File: src/rtl/tcd_pkg.sv
package tcd_pkg;
  localparam int unsigned TCD_CS_W     = 3;
  localparam int unsigned TCD_NUM_TAPS = 7;
  localparam int unsigned TCD_SRC_OVF  = 0;

  localparam int unsigned TCD_A_CTRL = 0;
  localparam int unsigned TCD_A_CNT  = 1;
  localparam int unsigned TCD_A_CMP0 = 2;

  function automatic int unsigned tcd_a_mask(input int unsigned nch);
    return TCD_A_CMP0 + nch;
  endfunction

  function automatic int unsigned tcd_a_flag(input int unsigned nch);
    return TCD_A_CMP0 + nch + 1;
  endfunction
endpackage

File: src/rtl/tcd_tick_sel.sv
module tcd_tick_sel #(
  parameter int unsigned CS_W     = 3,
  parameter int unsigned NUM_TAPS = 7
) (
  input  logic [CS_W-1:0]     sel,
  input  logic [NUM_TAPS-1:0] tap_pulse,
  output logic                tick
);
  always_comb begin
    tick = 1'b0;
    for (int i = 0; i < NUM_TAPS; i++) begin
      if (sel == CS_W'(i + 1)) tick = tap_pulse[i];
    end
  end
endmodule

File: src/rtl/tcd_counter.sv
module tcd_counter #(
  parameter int unsigned W = 8
) (
  input  logic         clk,
  input  logic         rst_n,
  input  logic         tick,
  input  logic         load,
  input  logic [W-1:0] load_val,
  output logic [W-1:0] count,
  output logic         wrap,
  output logic         block
);
  logic [W-1:0] cnt_q;
  logic         blk_q;

  always_ff @(posedge clk) begin
    if (!rst_n) begin
      cnt_q <= '0;
      blk_q <= 1'b0;
    end else if (load) begin
      cnt_q <= load_val;
      blk_q <= 1'b1;
    end else if (tick) begin
      cnt_q <= cnt_q + 1'b1;
      blk_q <= 1'b0;
    end
  end

  assign count = cnt_q;
  assign block = blk_q;
  assign wrap  = tick && !load && (cnt_q == '1);
endmodule

File: src/rtl/tcd_cmp_chan.sv
module tcd_cmp_chan #(
  parameter int unsigned W = 8
) (
  input  logic         clk,
  input  logic         rst_n,
  input  logic         wr_en,
  input  logic [W-1:0] wr_data,
  input  logic [W-1:0] count,
  input  logic         tick,
  input  logic         block,
  input  logic         load,
  input  logic         wave_en,
  output logic [W-1:0] cmp_val,
  output logic         match,
  output logic         wave
);
  logic [W-1:0] cmp_q;
  logic         wave_q;

  assign match = tick && !block && !load && (count == cmp_q);

  always_ff @(posedge clk) begin
    if (!rst_n) begin
      cmp_q  <= '0;
      wave_q <= 1'b0;
    end else begin
      if (wr_en) cmp_q <= wr_data;
      if (match && wave_en) wave_q <= !wave_q;
    end
  end

  assign cmp_val = cmp_q;
  assign wave    = wave_q;
endmodule

File: src/rtl/tcd_irq_ctl.sv
module tcd_irq_ctl #(
  parameter int unsigned N = 3
) (
  input  logic         clk,
  input  logic         rst_n,
  input  logic [N-1:0] set,
  input  logic         w1c_en,
  input  logic [N-1:0] w1c_data,
  input  logic [N-1:0] ack,
  input  logic         mask_we,
  input  logic [N-1:0] mask_wdata,
  input  logic         gie,
  output logic [N-1:0] flags,
  output logic [N-1:0] mask,
  output logic [N-1:0] irq
);
  logic [N-1:0] flag_q;
  logic [N-1:0] mask_q;
  logic [N-1:0] clr;

  assign clr = (w1c_en ? w1c_data : '0) | ack;

  always_ff @(posedge clk) begin
    if (!rst_n) begin
      flag_q <= '0;
      mask_q <= '0;
    end else begin
      flag_q <= (flag_q & ~clr) | set;
      if (mask_we) mask_q <= mask_wdata;
    end
  end

  assign flags = flag_q;
  assign mask  = mask_q;
  assign irq   = gie ? (flag_q & mask_q) : '0;
endmodule

File: src/rtl/tmr8_dual_cmp.sv
module tmr8_dual_cmp
  import tcd_pkg::*;
#(
  parameter int unsigned CNT_W  = 8,
  parameter int unsigned NUM_CH = 2,
  parameter int unsigned ADDR_W = 3
) (
  input  logic                   clk,
  input  logic                   rst_n,
  input  logic [TCD_NUM_TAPS-1:0] tap_pulse,
  input  logic                   bus_sel,
  input  logic                   bus_we,
  input  logic [ADDR_W-1:0]      bus_addr,
  input  logic [CNT_W-1:0]       bus_wdata,
  output logic [CNT_W-1:0]       bus_rdata,
  input  logic                   gie,
  input  logic [NUM_CH:0]        irq_ack,
  output logic [NUM_CH:0]        irq_req,
  output logic [NUM_CH-1:0]      wave
);
  localparam int unsigned NSRC   = NUM_CH + 1;
  localparam int unsigned CTRL_W = TCD_CS_W + NUM_CH;
  localparam int unsigned A_MASK = tcd_a_mask(NUM_CH);
  localparam int unsigned A_FLAG = tcd_a_flag(NUM_CH);

  logic                wr;
  logic [CTRL_W-1:0]   ctrl_q;
  logic [TCD_CS_W-1:0] cs;
  logic [NUM_CH-1:0]   wave_en;
  logic                tick;
  logic                cnt_load;
  logic [CNT_W-1:0]    count_q;
  logic                wrap;
  logic                cnt_block;
  logic [NUM_CH-1:0]   match;
  logic [CNT_W-1:0]    cmp_val [NUM_CH];
  logic [NSRC-1:0]     flags;
  logic [NSRC-1:0]     mask;

  assign wr       = bus_sel && bus_we;
  assign cnt_load = wr && (bus_addr == ADDR_W'(TCD_A_CNT));
  assign cs       = ctrl_q[TCD_CS_W-1:0];
  assign wave_en  = ctrl_q[CTRL_W-1:TCD_CS_W];

  always_ff @(posedge clk) begin
    if (!rst_n) ctrl_q <= '0;
    else if (wr && bus_addr == ADDR_W'(TCD_A_CTRL)) ctrl_q <= bus_wdata[CTRL_W-1:0];
  end

  tcd_tick_sel #(.CS_W(TCD_CS_W), .NUM_TAPS(TCD_NUM_TAPS)) u_tick (
    .sel(cs), .tap_pulse(tap_pulse), .tick(tick)
  );

  tcd_counter #(.W(CNT_W)) u_cnt (
    .clk(clk), .rst_n(rst_n), .tick(tick), .load(cnt_load),
    .load_val(bus_wdata), .count(count_q), .wrap(wrap), .block(cnt_block)
  );

  for (genvar c = 0; c < NUM_CH; c++) begin : g_ch
    tcd_cmp_chan #(.W(CNT_W)) u_ch (
      .clk(clk), .rst_n(rst_n),
      .wr_en(wr && bus_addr == ADDR_W'(TCD_A_CMP0 + c)),
      .wr_data(bus_wdata), .count(count_q), .tick(tick),
      .block(cnt_block), .load(cnt_load), .wave_en(wave_en[c]),
      .cmp_val(cmp_val[c]), .match(match[c]), .wave(wave[c])
    );
  end

  tcd_irq_ctl #(.N(NSRC)) u_irq (
    .clk(clk), .rst_n(rst_n),
    .set({match, wrap}),
    .w1c_en(wr && bus_addr == ADDR_W'(A_FLAG)),
    .w1c_data(bus_wdata[NSRC-1:0]),
    .ack(irq_ack),
    .mask_we(wr && bus_addr == ADDR_W'(A_MASK)),
    .mask_wdata(bus_wdata[NSRC-1:0]),
    .gie(gie), .flags(flags), .mask(mask), .irq(irq_req)
  );

  always_comb begin
    bus_rdata = '0;
    if (bus_addr == ADDR_W'(TCD_A_CTRL)) bus_rdata = CNT_W'(ctrl_q);
    if (bus_addr == ADDR_W'(TCD_A_CNT))  bus_rdata = count_q;
    if (bus_addr == ADDR_W'(A_MASK))     bus_rdata = CNT_W'(mask);
    if (bus_addr == ADDR_W'(A_FLAG))     bus_rdata = CNT_W'(flags);
    for (int c = 0; c < NUM_CH; c++) begin
      if (bus_addr == ADDR_W'(TCD_A_CMP0 + c)) bus_rdata = cmp_val[c];
    end
  end
endmodule

File: config.mk
export PLATFORM = sky130hd
export DESIGN_NAME = tmr8_dual_cmp
export DESIGN_NICKNAME = d
export VERILOG_FILES = /design/src/rtl/tcd_pkg.sv /design/src/rtl/tcd_tick_sel.sv /design/src/rtl/tcd_counter.sv /design/src/rtl/tcd_cmp_chan.sv /design/src/rtl/tcd_irq_ctl.sv /design/src/rtl/tmr8_dual_cmp.sv
export SDC_FILE = /design/constraint.sdc
export NUM_CORES = 1
export LEC_CHECK = 0
export CORE_AREA = 2 2 89 91
export DETAILED_ROUTE_END_ITERATION = 16
export DIE_AREA = 0 0 91 93
export GPL_TIMING_DRIVEN = 0
export SLEW_MARGIN = 30
export SYNTH_ARGS = -nofsm -noshare
export SYNTH_HDL_FRONTEND = slang
export SYNTH_SLANG_ARGS = --single-unit
export TNS_END_PERCENT = 30
File: constraint.sdc
create_clock -name clk -period 2.7 [get_ports clk]
set_input_delay 0.405 -clock clk [delete_from_list [all_inputs] [get_ports clk]]
set_output_delay 0.405 -clock clk [all_outputs]
set_load 0.01 [all_outputs]
======== After elaboration in Yosys (flattened, before gate mapping) ========
Index checks and enable logic that the tools add are counted.
word-level totals
  flip-flop bits (word level) ............. 38
  output and inout port bits .............. 13
  word-level logic and storage cells ...... 70
operators by class
  $add $sub $neg .......................... 1
  equality and inequality tests ........... 15
  muxes and demuxes ....................... 19
  bitwise logic cells ..................... 5
  reductions and logical operators ........ 21
operators with widths
  operator                                       number
  two-way mux 8 bit                              7
  == test 3 bit, second input constant           6
  == test 8 bit                                  2
  logical AND 1 bit                              15
  == test 3 x 2 -> 1 bit, second input constant  4
  two-way mux 1 bit                              9
  adder 8 x 1 -> 8 bit, second input constant    1
  == test 8 bit, second input constant           1
  bitwise AND 3 bit                              2
  == test 3 x 1 -> 1 bit, second input constant  2
  two-way mux 3 bit                              2
  OR 3 bit                                       2
  two-way mux 5 bit                              1
  logical NOT 1 bit                              4
  logical NOT 3 bit                              1
  inverter 3 bit                                 1
  nonzero test 2 bit                             1

======== Depth between registers and ports, before layout ========
  depth in word-level cells ............... 12
  gate-level depth with buffers ........... 7
  depth with buffers taken out ............ 5

======== Cells and area by module ========
A second synthesis with hierarchy kept.
second synthesis, totals
  cells, all modules ...................... 240
  area, all modules ....................... 2328.5 um^2
modules (own cells, without submodules)
  module         times used  cells each  area an instance (um^2)  sequential area each (um^2)
  tcd_cmp_chan   2           44          479.2                    180.2
  tmr8_dual_cmp  1           65          576.8                    100.1
  tcd_counter    1           58          485.5                    180.2
  tcd_irq_ctl    1           24          244.0                    120.1
  tcd_tick_sel   1           5           63.8                     0.0

======== Worst setup path after synthesis ========
Ideal clock, no wire load.
  path type ............................... in2out
  start point ............................. input port bus_addr[1]
  end point ............................... output port bus_rdata[3]
  arrival ................................. 1474 ps
  path slack .............................. 821 ps
  stages on the path ...................... 4
  buffers on the path ..................... 2
  path through ............................ clkbuf_1 clkbuf_1 mux4_2 and2_1
on the way
  cells in the longest elaborated chain, start to end .. 7
RTL lines
  what                 RTL line             text
  start, declared      tmr8_dual_cmp.sv:13  input logic [ADDR_W-1:0] bus_addr,
  logical NOT 3 bit    tmr8_dual_cmp.sv:82  if (bus_addr == ADDR_W'(TCD_A_CTRL)) bus_rdata = CNT_W'(ctrl_q);
  two-way mux 5 bit    tmr8_dual_cmp.sv:82
  two-way mux 8 bit    tmr8_dual_cmp.sv:83  if (bus_addr == ADDR_W'(TCD_A_CNT)) bus_rdata = count_q;
  two-way mux 8 bit    tmr8_dual_cmp.sv:84  if (bus_addr == ADDR_W'(A_MASK)) bus_rdata = CNT_W'(mask);
  two-way mux 8 bit    tmr8_dual_cmp.sv:85  if (bus_addr == ADDR_W'(A_FLAG)) bus_rdata = CNT_W'(flags);
  two-way mux 8 bit    tmr8_dual_cmp.sv:87  if (bus_addr == ADDR_W'(TCD_A_CMP0 + c)) bus_rdata = cmp_val[c];
  two-way mux 8 bit *  tmr8_dual_cmp.sv:87
  end, declared        tmr8_dual_cmp.sv:15  output logic [CNT_W-1:0] bus_rdata,
Every way passes the cells marked *; elsewhere a longest branch is shown, timed or not.

======== Final worst setup path ========
  start point ............................. input port bus_addr[2]
  end point ............................... output port bus_rdata[0]
The elaborated chain is that of the path after synthesis.

==> metrics.txt <==
status=finished clean; drt total wl=5920 µm; crit path DAT=2.18 ns; vias per cell=4.80; clk buf depth=2; port buffer count=36; Clock Latency Late Sink=0.29 ns; sw frac=25.5%; Power Internal=849 µW; ys async rst share=0%; Most Crowded Layer GR=met2; pre-CTS WS=-0.258 ns; # fillers=between 800 and 900; Critical R2R Launch=ctrl_q[2]; final hold vios=0; Critical path origin=bus_addr[2]; HP Class=flop to flop; setup ws final=0.116 ns; final setup fails=0; die height=93 µm; number of cells on the worst hold path=2; Logic pwr share=13.6%; crit path launch type=input port; Seq/Total Area, Yosys=34.4%; maxcap violations=0; first-pass GRT wire length=around 9600 µm; Tmin final=2.58 ns; Via Count=1923; cell count after synthesis=roughly 260; Fin Hold WS=0.472 ns; num rows=32; grt ovf=0; CTS tree=built; Most used DFF post-synth=dfxtp_1; cts hold-fix bufs=0; worst rel slew slack=62.8%; EDFF count, synth=0; CTS H-Tree Depth=2; Reg2Reg Depth=6; Avg Cell Area, Syn=8.68 µm²; R2R setup slack=0.90 ns; Post-Syn Nets=282; vias in the first global route=around 1900; unrepaired setup endpoints after global routing=false; sequential power share=between 50% and 60%; area leader, netlist=dfxtp_1; post-synth top area share=between 30% and 40%; Worst Clk Skew=0.00384 ns; commonest cells in the netlist=dfxtp_1, nor2_1, mux2i_1, a21oi_1, xnor2_1; Max Slew Vio Count=0; final weighted congestion in routability-driven placement=0.841; share of cells above drive strength 1=11.4%; GR Layer Usage met2=22.7%; initial antenna violation count=0; Die ar.=8460 µm²; dpl hpwl=4440 µm; WP data required=2.30 ns; Power Dens Cells=407 nW/µm²; Clock Pin Slew Worst Setup and Hold Paths=0.07 ns; worst-path fanout max=10; wire per inst=approximately 15 µm; kind of critical path=input port to primary output; Syn. warnings=0; CTS Sinks=38; worst-margin pin slew=0.558 ns; top cells by area, synth=dfxtp_1, mux2i_1, xnor2_1; LEAKAGE=0.00100 µW; Final nets=325; Clk network pwr share=a little over a third; Num CTS Buffers=5; total track usage=between 10 and 15%; Starting Density=29.4%; pin count of the biggest net entering global routing=12; synth-to-layout area growth=26.6%; VDD IR max=171 µV; DR pass1 iterations=5; IO Pins=39; Die X=approximately 90 µm; crit end category=primary output; ANT cells=0; post-synthesis register bit count=38; core area=7530 µm²; Iteration-0 DRC Markers=slightly above 80; Mapped Area=2210 µm²; net switching power=290 µW; DRC Markers=0; Distinct cells, synth=37; R2R Path End=g_ch[1].u_ch.wave; Worst Setup EP=bus_rdata[0]; GRT met3 Usage=3.38%; crit share post-route=95.7%; max frequency=between 300 and 400 MHz; met1 usage=roughly a fifth; Root Driver=clkbuf_8; antenna viol nets, final=0
worst min-delay path by stage:
stage                     slack [ns]           endpoint               from
after floorplan                 0.45  g_ch[0].u_ch.wave  g_ch[0].u_ch.wave
after global placement          0.46  g_ch[0].u_ch.wave  g_ch[0].u_ch.wave
after detailed placement        0.47        u_cnt.block        u_cnt.block
after CTS                       0.48        u_cnt.block        u_cnt.block
after global routing            0.49        u_cnt.block        u_cnt.block
final                           0.47        u_cnt.block        u_cnt.block
timing repair:
item,CTS,global route
setup buffers,0,0
endpoints found under the setup margin,2,6
gates resized for setup,3,4
power by group through the flow:
stage	clock (µW)	combinational (µW)	sequential (µW)
6_report	409	155	576
5_1_grt	437	169	577
4_1_cts	417	154	576
3_5_place_dp	0	152	589
3_3_place_gp	0	153	589
2_1_floorplan	0	81.2	587
layer usage:
layer,vias up,wire length [µm]
met2,59,2540
li1,956,-
met5,-,0
met1,901,2930
met3,7,366
met4,0,76
registers in the layout, summed over array words and instances, names as in the netlist:
name / cells
g_ch.u_ch.wave: 2
u_cnt.count: 8
ctrl_q: 5
g_ch.u_ch.cmp_val: 16
u_irq.flags: 3
u_cnt.block: 1
u_irq.mask: 3
cell usage in the layout, fill, tap and decap left out, types with 3 or more instances in the layout:
cell type         n
nor2_1           38
dfxtp_1          38
clkbuf_1          7
nand2b_1          7
and3_1            4
buf_4             3
and2_1            3
mux4_2            4
inv_1             3
nand2_1          14
xnor2_1          22
nand4_1           4
o21ai_0          11
clkbuf_8          9
buf_2             3
clkdlybuf4s50_1  36
mux2i_1          29
nand3_1          12
a21oi_1          24
buf_6             4
cells by family after synthesis:
logic type	synth area share [%]
xor gates and xnor gates	9.10
and+or+nand+nor	20.5
buffers and inverters	7.51
adders and majority gates	0.565
AOI/OAI and AO/OA	9.77
DFF	34.4
muxes	18.2
stage by stage:
stage | std cells | TNS, ns | total power (µW) | util (%) | cell area [µm²]
global route | 401 | 0 | 1180 | 37.2 | 2800
global placement | 393 | -0.498 | 741 | 35.9 | 2700
floorplan | 255 | 0 | 668 | - | 2210
CTS | 401 | 0 | 1150 | 37.2 | 2800
detailed placement | 393 | -0.438 | 741 | 35.9 | 2700
finish | 401 | 0 | 1140 | 37.2 | 2800
worst max-delay path, cell delays in order:
cell and delay, ns:
clkdlybuf4s50_1 0.56, buf_6 0.18, nand2b_1 0.13, o22ai_1 0.08, nor2_1 0.09, a21oi_1 0.04
a21oi_1 0.14, clkdlybuf4s50_1 0.55
layout make-up:
| class | instances | area (µm²) | area share (%) |
|---|---|---|---|
| multi-input combinational | 191 | 1290 | 45.9 |
| sequential | 38 | 761 | 27.1 |
| timing repair buffer | 36 | 360 | 12.9 |
| buffer | 21 | 156 | 5.58 |
| tap | 102 | 128 | 4.55 |
| clock buffer | 7 | 86.3 | 3.08 |
| inverter | 5 | 18.8 | 0.670 |
| clock inverter | 1 | 5.00 | 0.179 |
Note: power is estimated with default switching activity, not from simulation.
